<file path="config.mk">
export PLATFORM = sky130hd
export DESIGN_NAME = bl_intensity_ctrl
export DESIGN_NICKNAME = d
export VERILOG_FILES = /design/src/rtl/bl_pkg.sv /design/src/rtl/bl_override.sv /design/src/rtl/bl_remap.sv /design/src/rtl/bl_out_reg.sv /design/src/rtl/bl_intensity_ctrl.sv
export SDC_FILE = /design/constraint.sdc
export NUM_CORES = 1
export LEC_CHECK = 0
export ABC_CLOCK_PERIOD_IN_PS = 2300
export BUFFER_PORTS_ARGS = -buffer_cell sky130_fd_sc_hd__buf_2
export CAP_MARGIN = 10
export CORE_AREA = 2 2 45 47
export DETAILED_ROUTE_END_ITERATION = 8
export DIE_AREA = 0 0 47 49
export PLACE_DENSITY = 0.84
export SLEW_MARGIN = 0
export SYNTH_ARGS = -nofsm -noshare
export SYNTH_HDL_FRONTEND = slang
export SYNTH_SLANG_ARGS = --single-unit
</file>
<file path="constraint.sdc">
create_clock -name clk_i -period 2.3 [get_ports clk_i]
set_input_delay 0 -clock clk_i [delete_from_list [all_inputs] [get_ports clk_i]]
set_output_delay 0 -clock clk_i [all_outputs]
set_load 0.01 [all_outputs]
</file>
<file path="src/rtl/bl_pkg.sv">
package bl_pkg;
  localparam int unsigned LVL_W     = 6;
  localparam int unsigned APP_W     = LVL_W + 1;
  localparam int unsigned DUTY_W    = 5;
  localparam int unsigned ADDR_W    = 3;
  localparam int unsigned DUTY_ADDR = 2;
  localparam int unsigned GAP_BASE  = 16;
  localparam int unsigned HI_BIT    = 5;
endpackage

</file>
<file path="src/rtl/bl_override.sv">
module bl_override #(
  parameter int unsigned LVL_W = bl_pkg::LVL_W
) (
  input  logic             clk_i,
  input  logic             rst_ni,
  input  logic [LVL_W-1:0] level_i,
  input  logic [LVL_W-1:0] limit_i,
  input  logic             suspend_i,
  input  logic             batt_low_i,
  output logic [LVL_W-1:0] eff_o
);
  // suspend outranks the battery clamp
  always_comb begin
    if (suspend_i)                          eff_o = '0;
    else if (batt_low_i && level_i > limit_i) eff_o = limit_i;
    else                                    eff_o = level_i;
  end

  p_clamp_r3: assert property (@(posedge clk_i) disable iff (!rst_ni)
    (batt_low_i && !suspend_i) |-> (eff_o <= limit_i));
  p_susp_zero_r2: assert property (@(posedge clk_i) disable iff (!rst_ni)
    suspend_i |-> (eff_o == '0));
endmodule

</file>
<file path="src/rtl/bl_remap.sv">
module bl_remap #(
  parameter int unsigned LVL_W    = bl_pkg::LVL_W,
  parameter int unsigned APP_W    = bl_pkg::APP_W,
  parameter int unsigned GAP_BASE = bl_pkg::GAP_BASE
) (
  input  logic [LVL_W-1:0] eff_i,
  output logic [APP_W-1:0] val_o
);
  localparam logic [APP_W-1:0] GAP = APP_W'(GAP_BASE);
  logic [APP_W-1:0] wide;
  assign wide  = {{(APP_W-LVL_W){1'b0}}, eff_i};
  // skip codes GAP+1 .. 2*GAP
  assign val_o = (wide > GAP) ? wide + GAP : wide;

  always_comb begin
    a_no_gap_r4: assert (!(val_o > GAP && val_o <= GAP + GAP));
  end
endmodule

</file>
<file path="src/rtl/bl_out_reg.sv">
module bl_out_reg #(
  parameter int unsigned APP_W  = bl_pkg::APP_W,
  parameter int unsigned HI_BIT = bl_pkg::HI_BIT
) (
  input  logic             clk_i,
  input  logic             rst_ni,
  input  logic             trig_i,
  input  logic [APP_W-1:0] val_i,
  output logic             wr_o,
  output logic             kick_o,
  output logic             en_o,
  output logic             hi_o,
  output logic [APP_W-1:0] app_o
);
  always_ff @(posedge clk_i or negedge rst_ni) begin
    if (!rst_ni) begin
      wr_o   <= 1'b0;
      kick_o <= 1'b0;
      en_o   <= 1'b0;
      hi_o   <= 1'b0;
      app_o  <= '0;
    end else begin
      wr_o   <= trig_i;
      kick_o <= trig_i;
      if (trig_i) begin
        app_o <= val_i;
        en_o  <= |val_i;
        hi_o  <= val_i[HI_BIT];
      end
    end
  end

  p_en_nonzero_r7: assert property (@(posedge clk_i) disable iff (!rst_ni)
    en_o == (app_o != '0));
  p_hi_bit_r6: assert property (@(posedge clk_i) disable iff (!rst_ni)
    hi_o == app_o[HI_BIT]);
  p_kick_r8: assert property (@(posedge clk_i) disable iff (!rst_ni)
    trig_i |=> (kick_o && wr_o));
  p_hold_r10: assert property (@(posedge clk_i) disable iff (!rst_ni)
    !trig_i |=> (!wr_o && $stable(app_o)));
endmodule

</file>
<file path="src/rtl/bl_intensity_ctrl.sv">
module bl_intensity_ctrl #(
  parameter int unsigned LVL_W     = bl_pkg::LVL_W,
  parameter int unsigned DUTY_W    = bl_pkg::DUTY_W,
  parameter int unsigned ADDR_W    = bl_pkg::ADDR_W,
  parameter int unsigned DUTY_ADDR = bl_pkg::DUTY_ADDR,
  parameter int unsigned GAP_BASE  = bl_pkg::GAP_BASE,
  parameter int unsigned HI_BIT    = bl_pkg::HI_BIT
) (
  input  logic                 clk_i,
  input  logic                 rst_ni,
  input  logic [LVL_W-1:0]     level_i,
  input  logic                 suspend_i,
  input  logic                 batt_low_i,
  input  logic [LVL_W-1:0]     limit_i,
  input  logic                 update_i,
  output logic                 duty_wr_o,
  output logic [ADDR_W-1:0]    duty_addr_o,
  output logic [DUTY_W-1:0]    duty_data_o,
  output logic                 bl_en_o,
  output logic                 bl_hi_o,
  output logic                 batt_kick_o,
  output logic [LVL_W:0]       applied_o
);
  localparam int unsigned APP_W = LVL_W + 1;

  logic             susp_q, low_q, trig;
  logic [LVL_W-1:0] eff;
  logic [APP_W-1:0] val;

  always_ff @(posedge clk_i or negedge rst_ni) begin
    if (!rst_ni) begin
      susp_q <= 1'b0;
      low_q  <= 1'b0;
    end else begin
      susp_q <= suspend_i;
      low_q  <= batt_low_i;
    end
  end

  // flag edges re-run the update
  assign trig = update_i | (suspend_i ^ susp_q) | (batt_low_i ^ low_q);

  bl_override #(.LVL_W(LVL_W)) u_ovr (
    .clk_i(clk_i), .rst_ni(rst_ni), .level_i(level_i), .limit_i(limit_i),
    .suspend_i(suspend_i), .batt_low_i(batt_low_i), .eff_o(eff));

  bl_remap #(.LVL_W(LVL_W), .APP_W(APP_W), .GAP_BASE(GAP_BASE)) u_map (
    .eff_i(eff), .val_o(val));

  bl_out_reg #(.APP_W(APP_W), .HI_BIT(HI_BIT)) u_out (
    .clk_i(clk_i), .rst_ni(rst_ni), .trig_i(trig), .val_i(val),
    .wr_o(duty_wr_o), .kick_o(batt_kick_o), .en_o(bl_en_o),
    .hi_o(bl_hi_o), .app_o(applied_o));

  assign duty_addr_o = ADDR_W'(DUTY_ADDR);
  assign duty_data_o = applied_o[DUTY_W-1:0];

  p_susp_applied_r2: assert property (@(posedge clk_i) disable iff (!rst_ni)
    (duty_wr_o && $past(suspend_i)) |-> (applied_o == '0));
  p_flag_edge_r9: assert property (@(posedge clk_i) disable iff (!rst_ni)
    (suspend_i != susp_q) |=> duty_wr_o);
endmodule

</file>
==> impl_metrics.py <==
metrics = {
    "timing": {
        "hold_viol_final": 0,
        "finalMaxSlewViolations": 0,
        "setup-tns-final_ns": 0,
        "max_slew.worst_pin.slew_ns": 0.579,
        "fin_crit_sh": 0.838,
        "finalSetupViolCount": 0,
        "fin_crit_ns": 1.93,
        "rsz0062_at_grt": "no",
        "relSlewSlack": 0.612,
        "fmax_mhz": 519,
        "clock_skew_ns": 0.00249,
    },
    "synth": {
        "synth_common_cells": "dfrtp_1, inv_1, buf_4",
        "avgSynthCellArea_um2": 9.24,
        "async_flop_share": 1.00,
        "yosysTopAreaCellShare": 0.327,
        "syn-cell-area_um2": 841,
        "synth_edf_count": 0,
        "synthTopCellsByArea": "dfrtp_1, ha_1, buf_4",
        "ys_ff_latch": 11,
        "post-synth-top-area-cell": "dfrtp_1",
        "synth_ff_type": "dfrtp_1",
        "synth_cell_types": 31,
        "yosysWarnings": 0,
        "synth_cells": 91,
        "seq_area_frac_synth": 0.327,
    },
    "worst_setup_path": {
        "path_max_fanout": 3,
        "crit_chain": "buf_2 -> inv_1 -> ha_1 -> a211oi_2 -> nor2_1 -> o311a_1 -> mux2i_1 -> nor2_1 -> ha_1 -> mux2i_1 -> xnor2_1 -> o21ai_1",
        "crit_path_start_kind": "input pin",
        "worstSetupPathType": "input pin to flip-flop",
        "crit_path_max_incr_delay_ns": 0.41,
        "cp-end-kind": "flip-flop",
        "cp_slowest_cell": "o311a_1",
        "arrival_ns": 2.05,
        "cp.required_ns": 2.42,
    },
    "clock_network": {
        "htree_levels": 1,
        "cts_buffers": 3,
        "cts_tree": "yes",
        "clock-sinks": 11,
        "clockBufferDepth": 2,
        "cts_resized": 0,
        "clkLatencyLatePin_ns": 0.26,
        "path_clk_slew_ns": 0.06,
        "clock-root-buffer": "clkbuf_4",
    },
    "power_and_ir_drop": {
        "powerDensity_mw_per_mm2": 510,
        "p_leak_nw": 0.530,
        "vdd.ir_drop.worst_mv": 0.166,
    },
    "drt": {
        "drt-initial-drc-count": 13,
        "wire_per_inst_um": 10.2,
        "viasPerCell": 4.79,
        "totalWireLength_um": 1510,
        "drc_errors": 0,
        "drt_pre_antenna_iters": 4,
        "postRouteAntennaNets": 0,
        "vias": 713,
    },
    "global_routing": {
        "grt_pass1_vias": 680,
        "grtUsageTotal": 0.151,
        "grt_pass1_wl_um": 2590,
        "overflow": 0,
        "antenna_found_initial": 0,
        "grt_max_degree": 12,
    },
    "die": {
        "core_mm2": 0.00184,
        "die_w_um": 47,
        "dieArea_mm2": 0.00230,
        "top_level_ports": 36,
        "start_util": 0.457,
        "row_count": 16,
        "die_y_um": 49,
    },
    "place": {
        "gp_congestion": 0.835,
        "dp_hpwl_um": 1310,
        "placement.io_buffers": 32,
    },
    "layout": {
        "nFillCells": 173,
        "multi_input_area_um2": 442,
        "final_util": 0.556,
        "antenna_cells": 0,
        "final_nets": 148,
        "synthToLayoutAreaGrowth_pct": 21.7,
        "drive_gt1_frac": 0.344,
        "ff_latch_area_um2": 275,
    },
    "job": {
        "cap_violations": 0,
    },
    "min_path": {
        "hp-class": "input pin to flip-flop",
    },
    "outcome": {
        "status": "complete, no violations",
    },
}
worst max-delay path, delay by kind of cell:
kind	cells	cell delay, ns
compound gates	3	0.67
xor+xnor	1	0.14
fa+ha+maj	2	0.51
buf+inv	2	0.14
mux	2	0.37
simple gates	2	0.22
cell families after synthesis:
group	Yosys count	synth area share
flip-flops	11	0.327
multiplexers	7	0.0997
AO/OA/AOI/OAI	15	0.122
XOR/XNOR	3	0.0313
AND/OR/NAND/NOR	23	0.140
adder cells (fa/ha/maj)	8	0.119
buffers and inverters	22	0.152
other	2	0.00893
metrics by stage:
| stage | hold WS (ns) | instance area, um2 | setup WS (ns) | instances | power, mW |
|---|---|---|---|---|---|
| after global routing | 0.114 | 1020 | 0.183 | 149 | 0.561 |
| final | 0.0785 | 1020 | 0.372 | 149 | 0.522 |
| after CTS | 0.0735 | 1020 | 0.353 | 149 | 0.528 |
| after global placement | -0.129 | 967 | 0.158 | 142 | 0.394 |
| after detailed placement | -0.128 | 967 | 0.0737 | 142 | 0.400 |
| after floorplan | -0.296 | 845 | 0.214 | 92 | 0.353 |
flip-flops by register name, indices dropped and copies added (netlist names):
register,flops
u_out.app_o,7
low_q,1
susp_q,1
u_out.en_o,1
u_out.wr_o,1
repair_timing:
action	in CTS	in global routing
endpoints found under the hold margin	13	0
hold buffers	3	0
setup buffers	0	0
endpoints found under the setup margin	0	0
power by group:
group	total, mW	switching [mW]	internal [mW]	leakage [nW]
clock	0.124	0.0569	0.0669	0.0150
combinational	0.173	0.0925	0.0805	0.381
sequential	0.225	0.0120	0.213	0.134
total	0.522	0.161	0.361	0.530
final cells by class:
cell class | count | area share
inverter | 11 | 0.0403
clock buffer | 4 | 0.0257
multi-input combinational | 59 | 0.432
tap | 27 | 0.0330
timing repair buffer | 37 | 0.200
sequential | 11 | 0.269
layout by cell type (no fill, tap or decap), types with 2 or more instances in the layout:
cell type	count
nand2b_1	2
clkbuf_4	3
o21ai_0	6
buf_2	32
ha_1	8
inv_1	11
nor2_1	5
buf_4	2
conb_1	3
nand2_1	7
a21oi_1	3
xor2_1	2
mux2i_1	5
dlygate4sd3_1	3
dfrtp_1	11
final timing paths:
| check | from | endpoint | slack [ns] | depth (start not counted) |
|---|---|---|---|---|
| setup / recovery | limit_i[3] | u_out.app_o[4]$_DFFE_PN0P_ | 0.37 | 12 |
| hold / removal | level_i[1] | u_out.app_o[1]$_DFFE_PN0P_ | 0.08 | 3 |
| setup reg to reg | low_q$_DFF_PN0_ | u_out.app_o[2]$_DFFE_PN0P_ | 0.70 | 5 |
| hold reg to reg | u_out.app_o[1]$_DFFE_PN0P_ | u_out.app_o[1]$_DFFE_PN0P_ | 0.49 | 2 |
| max in group asynchronous | rst_ni | u_out.en_o$_DFFE_PN0P_ | 1.97 | 2 |
| min in group asynchronous | rst_ni | susp_q$_DFF_PN0_ | 0.14 | 2 |
routing by layer:
| layer | vias up | GRT usage | wire, um | share of wire |
|---|---|---|---|---|
| met2 | 30 | 0.267 | 757 | 0.50 |
| met1 | 321 | 0.165 | 631 | 0.42 |
| met5 | - | 0 | 0 | 0 |
| li1 | 358 | - | - | - |
| met3 | 4 | 0.0259 | 99 | 0.065 |
| met4 | 0 | 0.0694 | 25 | 0.017 |
No activity file was read; power rests on OpenSTA's default activity.
